===== config.mk =====
export PLATFORM = sky130hd
export DESIGN_NAME = msi_doorbell_decoder
export DESIGN_NICKNAME = d
export VERILOG_FILES = /design/src/rtl/msi_db_pkg.sv /design/src/rtl/msi_db_addr_reg.sv /design/src/rtl/msi_db_classify.sv /design/src/rtl/msi_db_toggle_bank.sv /design/src/rtl/msi_doorbell_decoder.sv
export SDC_FILE = /design/constraint.sdc
export NUM_CORES = 1
export LEC_CHECK = 0
export ABC_AREA = 1
export BUFFER_PORTS_ARGS = -buffer_cell sky130_fd_sc_hd__buf_2
export CAP_MARGIN = 25
export CORE_AREA = 2 2 155 157
export CTS_BUF_LIST = sky130_fd_sc_hd__clkbuf_4 sky130_fd_sc_hd__clkbuf_8 sky130_fd_sc_hd__clkbuf_16
export CTS_CLUSTER_DIAMETER = 30
export CTS_CLUSTER_SIZE = 28
export DETAILED_ROUTE_END_ITERATION = 16
export DIE_AREA = 0 0 157 159
export PLACE_DENSITY_LB_ADDON = 0.1
export SETUP_SLACK_MARGIN = 0.3
export SLEW_MARGIN = 10
export SYNTH_ARGS = -nofsm -noshare
export SYNTH_HDL_FRONTEND = slang
export SYNTH_SLANG_ARGS = --single-unit

===== constraint.sdc =====
create_clock -name clk -period 3.4 [get_ports clk]
set_clock_uncertainty 0.15 [all_clocks]
set_input_delay 0.68 -clock clk [delete_from_list [all_inputs] [get_ports clk]]
set_output_delay 0.68 -clock clk [all_outputs]
set_load 0.01 [all_outputs]

===== src/rtl/msi_db_pkg.sv =====
package msi_db_pkg;

    localparam int unsigned MSI_PAYLOAD_BYTES = 4;

    typedef enum logic [2:0] {
        REQ_IDLE    = 3'd0,
        REQ_PASS    = 3'd1,
        REQ_RD_ZERO = 3'd2,
        REQ_MSI_OK  = 3'd3,
        REQ_ERR_LEN = 3'd4,
        REQ_ERR_VEC = 3'd5
    } req_kind_e;

endpackage


===== src/rtl/msi_db_addr_reg.sv =====
module msi_db_addr_reg #(
    parameter int unsigned      ADDR_W   = 64,
    parameter logic [63:0]      DB_RESET = 64'h0000_0000_FEE0_0000
) (
    input  logic              clk,
    input  logic              rst_n,
    input  logic              cfg_load,
    input  logic [ADDR_W-1:0] cfg_addr,
    output logic [ADDR_W-1:0] db_addr
);

    localparam logic [ADDR_W-1:0] RESET_VAL = {DB_RESET[ADDR_W-1:2], 2'b00};

    typedef struct packed {
        logic [ADDR_W-1:0] db;
    } state_t;

    state_t st_d, st_q;

    always_comb begin
        st_d = st_q;
        if (cfg_load) begin
            st_d.db = {cfg_addr[ADDR_W-1:2], 2'b00};
        end
    end

    always_ff @(posedge clk or negedge rst_n) begin
        if (!rst_n) begin
            st_q.db <= RESET_VAL;
        end else begin
            st_q <= st_d;
        end
    end

    assign db_addr = st_q.db;

endmodule


===== src/rtl/msi_db_classify.sv =====
module msi_db_classify
    import msi_db_pkg::*;
#(
    parameter int unsigned ADDR_W   = 64,
    parameter int unsigned LEN_W    = 13,
    parameter int unsigned NUM_VEC  = 64,
    parameter int unsigned VEC_BASE = 0,
    parameter int unsigned IDX_W    = 6
) (
    input  logic              req_valid,
    input  logic              req_is_write,
    input  logic [ADDR_W-1:0] req_addr,
    input  logic [LEN_W-1:0]  req_len,
    input  logic [31:0]       req_data,
    input  logic [ADDR_W-1:0] db_addr,
    output req_kind_e         kind,
    output logic [IDX_W-1:0]  vec_idx
);

    localparam logic [32:0]      BASE_EXT = 33'(VEC_BASE);
    localparam logic [32:0]      SPAN_EXT = 33'(NUM_VEC);
    localparam logic [LEN_W-1:0] LEN_MSG  = LEN_W'(MSI_PAYLOAD_BYTES);

    logic [32:0] offset;
    logic        in_window;
    logic        addr_exact;
    logic        addr_word;

    always_comb begin
        // little-endian payload: req_data[7:0] is the lowest byte of n
        offset     = {1'b0, req_data} - BASE_EXT;
        in_window  = !offset[32] && (offset < SPAN_EXT);
        vec_idx    = offset[IDX_W-1:0];
        addr_exact = (req_addr == db_addr);
        addr_word  = (req_addr[ADDR_W-1:2] == db_addr[ADDR_W-1:2]);

        kind = REQ_IDLE;
        if (req_valid) begin
            if (req_is_write) begin
                if (!addr_exact)            kind = REQ_PASS;
                else if (req_len != LEN_MSG) kind = REQ_ERR_LEN;
                else if (!in_window)        kind = REQ_ERR_VEC;
                else                        kind = REQ_MSI_OK;
            end else begin
                kind = addr_word ? REQ_RD_ZERO : REQ_PASS;
            end
        end
    end

endmodule


===== src/rtl/msi_db_toggle_bank.sv =====
module msi_db_toggle_bank #(
    parameter int unsigned NUM_VEC = 64,
    parameter int unsigned IDX_W   = 6
) (
    input  logic               clk,
    input  logic               rst_n,
    input  logic               fire,
    input  logic               err_in,
    input  logic [IDX_W-1:0]   idx,
    output logic [NUM_VEC-1:0] vec_toggle,
    output logic               msi_err
);

    typedef struct packed {
        logic [NUM_VEC-1:0] tog;
        logic               err;
    } state_t;

    state_t             st_d, st_q;
    logic [NUM_VEC-1:0] flip;

    for (genvar gi = 0; gi < NUM_VEC; gi++) begin : g_flip
        assign flip[gi] = fire && (idx == IDX_W'(gi));
    end

    always_comb begin
        st_d     = st_q;
        st_d.tog = st_q.tog ^ flip;
        st_d.err = err_in;
    end

    always_ff @(posedge clk or negedge rst_n) begin
        if (!rst_n) begin
            st_q <= '0;
        end else begin
            st_q <= st_d;
        end
    end

    assign vec_toggle = st_q.tog;
    assign msi_err    = st_q.err;

endmodule


===== src/rtl/msi_doorbell_decoder.sv =====
module msi_doorbell_decoder
    import msi_db_pkg::*;
#(
    parameter int unsigned NUM_VEC  = 64,
    parameter int unsigned VEC_BASE = 0,
    parameter int unsigned LEN_W    = 13,
    parameter logic [63:0] DB_RESET = 64'h0000_0000_FEE0_0000
) (
    input  logic               clk,
    input  logic               rst_n,
    input  logic               cfg_load,
    input  logic [63:0]        cfg_addr,
    input  logic               req_valid,
    input  logic               req_is_write,
    input  logic [63:0]        req_addr,
    input  logic [LEN_W-1:0]   req_len,
    input  logic [31:0]        req_data,
    output logic               pass_valid,
    output logic               pass_is_write,
    output logic [63:0]        pass_addr,
    output logic [LEN_W-1:0]   pass_len,
    output logic [31:0]        pass_data,
    output logic               rd_zero_valid,
    output logic [LEN_W-1:0]   rd_zero_len,
    output logic [31:0]        rd_zero_data,
    output logic [NUM_VEC-1:0] vec_toggle,
    output logic               msi_err
);

    localparam int unsigned ADDR_W = 64;
    localparam int unsigned IDX_W  = (NUM_VEC > 1) ? $clog2(NUM_VEC) : 1;

    logic [ADDR_W-1:0] db_addr;
    req_kind_e         kind;
    logic [IDX_W-1:0]  vec_idx;

    msi_db_addr_reg #(
        .ADDR_W   (ADDR_W),
        .DB_RESET (DB_RESET)
    ) u_addr (
        .clk      (clk),
        .rst_n    (rst_n),
        .cfg_load (cfg_load),
        .cfg_addr (cfg_addr),
        .db_addr  (db_addr)
    );

    msi_db_classify #(
        .ADDR_W   (ADDR_W),
        .LEN_W    (LEN_W),
        .NUM_VEC  (NUM_VEC),
        .VEC_BASE (VEC_BASE),
        .IDX_W    (IDX_W)
    ) u_cls (
        .req_valid    (req_valid),
        .req_is_write (req_is_write),
        .req_addr     (req_addr),
        .req_len      (req_len),
        .req_data     (req_data),
        .db_addr      (db_addr),
        .kind         (kind),
        .vec_idx      (vec_idx)
    );

    msi_db_toggle_bank #(
        .NUM_VEC (NUM_VEC),
        .IDX_W   (IDX_W)
    ) u_bank (
        .clk        (clk),
        .rst_n      (rst_n),
        .fire       (kind == REQ_MSI_OK),
        .err_in     ((kind == REQ_ERR_LEN) || (kind == REQ_ERR_VEC)),
        .idx        (vec_idx),
        .vec_toggle (vec_toggle),
        .msi_err    (msi_err)
    );

    assign pass_valid    = (kind == REQ_PASS);
    assign pass_is_write = req_is_write;
    assign pass_addr     = req_addr;
    assign pass_len      = req_len;
    assign pass_data     = req_data;

    assign rd_zero_valid = (kind == REQ_RD_ZERO);
    assign rd_zero_len   = req_len;
    assign rd_zero_data  = '0;

endmodule


-- After elaboration in Yosys (flattened, before gate mapping)
Cells that the tools add are included.
- bits in registers: 127
- latch bits: 0
- memory bits (writable): 0
- ROM bits: 0
- input bits: 178
- output and inout bits: 222
- logic and storage cells: 148
- memories: 0
- $add $sub $neg: 0
- $mul: 0
- divide/modulo/power cells: 0
- $lt $le $gt $ge: 1
- equality and inequality tests: 71
- shifts and indexed selects: 0
- multiplexer cells: 6
- bitwise operators: 1
- reduce and logical (&&, ||, !) cells: 66
- operator list (kind ; number):
    $eq A6 B6 Y1 const B ; 32
    $eq A6 B5 Y1 const B ; 16
    $eq A64 B64 Y1 ; 1
    $logic_and A1 B1 Y1 ; 64
    $xor A64 B64 Y64 ; 1
    $eq A62 B62 Y1 ; 1
    $eq A6 B4 Y1 const B ; 8
    $lt A32 B7 Y1 const B ; 1
    $eq A6 B3 Y1 const B ; 4
    $mux W3 ; 5
    $ne A13 B3 Y1 const B ; 1
    $eq A6 B2 Y1 const B ; 2
    $eq A3 B2 Y1 const B ; 2
    $eq A3 B3 Y1 const B ; 2
    $eq A6 B1 Y1 const B ; 1
    $logic_not A6 Y1 ; 1
    $eq A3 B1 Y1 const B ; 1
    $mux W2 ; 1
    $logic_or A1 B1 Y1 ; 1

-- Depth between registers and ports, before layout
- depth in word-level cells: 9
- depth in mapped cells: 18
- gate-level depth less buffers: 16

-- Cells and area by module
A second synthesis with hierarchy kept.
- cell total of the unflattened synthesis: 1191
- area, all modules: 8335.5 µm²
- by module, submodules not included (module ; instances ; cells an instance ; area each (µm²) ; seq. area each (µm²)):
    msi_db_toggle_bank ; 1 ; 338 ; 3010.4 ; 1626.6
    msi_db_addr_reg ; 1 ; 265 ; 2413.6 ; 1564.0
    msi_db_classify ; 1 ; 424 ; 1714.1 ; 0.0
    msi_doorbell_decoder ; 1 ; 164 ; 1197.4 ; 0.0

-- Least setup slack after synthesis
Ideal clock, no wire load.
- path kind: input-to-output
- start: input req_addr[12]
- end: output rd_zero_valid
- arrival time: 2.051 ns
- data required time: 2.570 ns
- slack: 0.519 ns
- cell stages on the path: 16
- buffers on the path: 2
- cells stage by stage: inv_1 > nand2_1 > nand2_1 > nor2_1 > nand2_1 > nor2_1 > nand2_1 > nor2_1 > nand2_1 > inv_1 > nand2_1 > nand2_1 > nand2_1 > buf_2 > buf_4 > nor3b_2
- longest elaborated chain between the ends: 5
- elaborated cells between the ends (all ways): 7
- classes of those cells: eq/ne (3); mux (4)
- ends and longest elaborated chain (item ; line ; text):
    start: declaration ; msi_doorbell_decoder.sv:15 ; input logic [63:0] req_addr,
    $eq A64 B64 Y1 / $eq A62 B62 Y1 (equally long branches) ; msi_db_classify.sv:34, msi_db_classify.sv:35 ;
    $mux W3 / $mux W2 (equally long branches) ; msi_db_classify.sv:40, msi_db_classify.sv:45 ;
    $mux W3 * ; msi_db_classify.sv:39 ; if (req_is_write) begin
    $mux W3 * ; msi_db_classify.sv:38 ; if (req_valid) begin
    $eq A3 B2 Y1 * ; msi_doorbell_decoder.sv:84 ; assign rd_zero_valid = (kind == REQ_RD_ZERO);
    end: declaration ; msi_doorbell_decoder.sv:23 ; output logic rd_zero_valid,
Mark *: on every way between the ends. The rest lies on a longest branch, timed or not.

-- Worst setup path in the final report
- start: register u_addr.st_q, in the netlist u_addr.db_addr[29]
- end: output rd_zero_valid
- longest elaborated chain between the ends: 5
- elaborated cells between the ends (all ways): 7
- classes of those cells: eq/ne (3); mux (4)
- ends and longest elaborated chain (item ; line ; text):
    start: declaration ; msi_db_addr_reg.sv:18 ; state_t st_d, st_q;
    start signal: assignment ; msi_db_addr_reg.sv:31 ; st_q <= st_d;
    $eq A64 B64 Y1 / $eq A62 B62 Y1 (equally long branches) ; msi_db_classify.sv:34, msi_db_classify.sv:35 ;
    $mux W3 / $mux W2 (equally long branches) ; msi_db_classify.sv:40, msi_db_classify.sv:45 ;
    $mux W3 * ; msi_db_classify.sv:39 ;
    $mux W3 * ; msi_db_classify.sv:38 ;
    $eq A3 B2 Y1 * ; msi_doorbell_decoder.sv:84 ;
Marked as above.

==> flow_summary.yaml <==
global_routing:
  met3_usage_pct: 3.40
  grt_use_met1_pct: 24.3
  gr-usage-met2_pct: 35.3
  grt_pass1_wl_um: 38800
  grt_max_degree: 129
  overflow: 0
  grt_pass1_vias: 7472
  grtUsageTotal_pct: 20.0
  gr-max-usage-layer: "met2"
  antenna_found_initial: 3
critical_path:
  r2r_start: "u_addr.db_addr[29]$_DFFE_PN1P_"
  cp.required_ns: 2.57
  crit_path_max_incr_delay_ns: 0.54
  reg2reg_to: "u_bank.vec_toggle[20]$_DFF_PN0_"
  crit_slowest_cell: "dfstp_2"
  end_kind: "primary output"
  arrival_ns: 2.31
  crit_type: "reg -> out"
  cp_common_cell: "nand2_2"
  reg2reg_depth: 18
  worstSetupStartpointType: "flop"
  rrSetupSlack_ns: 0.76
  cp_max_fo: 2
  crit_chain: "inv_2, nand2_2, nand2_2, nor2_4, nand2_2, nor2_4, nand2_1, nor2_1, nand2_1, nand2_1, nand2_2, nor2_4, nor3b_4, buf_6"
yosys:
  syn_area_um2: 8660
  syn_inst: 1286
  synth_edf_count: 0
  ys_top_cells_by_area: "dfrtp_1, nand2_1, buf_4"
  synthArstFlopShare_pct: 100
  synth_top_flop_cell: "dfrtp_1"
  synth_top_family_by_area: "simple AND/OR/NAND/NOR gates"
  synth_simple_gate_area_share_pct: 33.6
  syn_area_per_cell_um2: 6.73
  ys_seq_area_share_pct: 36.8
  synth-compound-area-share_pct: 3.06
  synth-seq-cells: 127
  synth-xor-area-share_pct: 0.910
  synth.most_common_cell: "nand2_1"
  synth_top_area_share_pct: 33.8
  ys.warnings.count: 0
  muxShareOfSynthArea_pct: 1.17
  yosysTopAreaCell: "dfrtp_1"
  synthAdderAreaFrac_pct: 0
  ys_types: 22
  synth_common_cells: "nand2_1, inv_1, buf_4, nor2_1, dfrtp_1"
floorplan:
  io-pin-count: 400
  coreArea_um2: 23200
  die_h_um: 159
  rows: 56
  dieArea_um2: 25000
  dieWidth_um: 157
  start_util_pct: 37.3
detailed_routing:
  drtPass1Iterations: 6
  viasPerCell: 4.41
  drc: 0
  wl_um: 24900
  drt-initial-drc-count: 500
  detail-route-antenna-nets: 0
  dr_total_vias: 8176
  wl_per_cell_um: 13.4
timing:
  setup_tns_ns: 0
  rsz0062_at_grt: "true"
  drv_slew: 0
  final_hold_viol_count: 0
  max_freq_mhz: 318
  setup_violations: 0
  period_share_pct: 92.5
  period_needed_ns: 3.14
  max_slew.worst_pin.slew_ns: 0.815
  max-slew-margin-rel_pct: 45.7
status:
  status: "completed"
placed_design:
  gp_congestion: 0.812
  dp.final_hpwl_um: 19000
  portBuffers: 365
  postPlaceCellArea_um2: 9740
cts:
  cts_tree: "yes"
  clkLatencyLatePin_ns: 0.42
  cts.sinks: 127
  hold_buffers: 0
  cts_buffer_depth: 2
  cts_inserted_buffers: 17
  clkTransAtPathRegs_ns: 0.07
  root_buffer: "clkbuf_16"
  cts-htree-levels: 4
layout:
  fin_area_um2: 10600
  syn2layout_area_growth_pct: 21.9
  n_fill_cell: 2435
  layout-drive-gt1-share_pct: 31.0
  layout.nets: 1695
power:
  p_leak_uw: 0.00591
  ir_worst_vdd_mv: 0.286
  powerDensity_nw_per_um2: 422
min_path:
  holdCritPathClass: "in -> async"
job:
  max_cap_viol_count: 0
per-stage QoR:
step           hold slack, ns  setup WS [ns]  std cells  total power [uW]  util, %
6_report               0.0757          0.255       1852              4460     45.5
4_1_cts                0.0981          0.183       1847              4490     45.0
2_1_floorplan           0.234          0.519       1317              2240        -
3_3_place_gp            0.322         0.0479       1813              2480     42.0
5_1_grt                 0.111         0.0485       1852              4700     45.5
3_5_place_dp            0.327         0.0428       1813              2490     42.0
kinds of logic (layout without fill, tap and decap cells):
logic type,count (synthesis),count (layout)
buffers and inverters,388,601
flip-flops,127,127
XOR/XNOR,9,9
multiplexers,9,9
AND/OR/NAND/NOR,699,699
AO/OA/AOI/OAI,53,53
other,1,35
cells in the final DEF (no fill, tap or decap), drive strengths merged, types with 6 or more instances in the layout:
| master | n |
|---|---|
| dfstp | 10 |
| clkinv | 6 |
| dfrtp | 117 |
| nand4 | 64 |
| nand2 | 416 |
| mux2 | 9 |
| inv | 189 |
| o21ai | 53 |
| clkbuf | 19 |
| nand3 | 70 |
| xor2 | 8 |
| buf | 381 |
| or2 | 7 |
| conb | 32 |
| nor2 | 138 |
registers in the layout, indices dropped and copies added, names as in the netlist:
signal,count
u_bank.vec_toggle,64
u_addr.db_addr,62
u_bank.msi_err,1
routing by layer:
layer / wire [um] / vias up
met2: 12600 / 282
met5: 0 / -
li1: - / 4218
met4: 483 / 0
met1: 10400 / 3648
met3: 1380 / 28
worst max-delay path: cells and delay by family, from the launching register on:
| family | cells | cell delay [ns] |
|---|---|---|
| simple gates | 12 | 1.15 |
| buf+inv | 2 | 0.19 |
| flops | 1 | 0.54 |
worst max-delay path by stage:
stage                                         from            end  slack [ns]  depth (start not counted)
detailed placement                    req_addr[55]  rd_zero_valid        0.04                         17
finish              u_addr.db_addr[29]$_DFFE_PN1P_  rd_zero_valid        0.26                         14
global route        u_addr.db_addr[29]$_DFFE_PN1P_  rd_zero_valid        0.05                         14
CTS                 u_addr.db_addr[25]$_DFFE_PN1P_  rd_zero_valid        0.18                         15
floorplan                             req_addr[12]  rd_zero_valid        0.52                         16
global placement                      req_addr[55]  rd_zero_valid        0.05                         17
timing repair:
| item | CTS | global route |
|---|---|---|
| endpoints found under the setup margin | 2 | 2 |
| pin swaps | 12 | 31 |
| buffers inserted | 2 | 2 |
| gates resized for setup | 18 | 33 |
power by group:
| part | internal [uW] | switching (uW) |
|---|---|---|
| combinational | 298 | 501 |
| sequential | 1620 | 59.9 |
| clock | 1250 | 731 |
final cells by class:
cell class	instances	area, um^2	area share, %
Sequential cell	127	3190	30.2
Antenna cell	3	7.51	0.0711
Timing Repair Buffer	381	2010	19.0
Tap cell	319	399	3.78
Clock inverter	13	189	1.79
Clock buffer	19	440	4.17
Inverter	188	706	6.68
Multi-Input combinational cell	802	3620	34.3
Power figures use the tool's default switching activity.
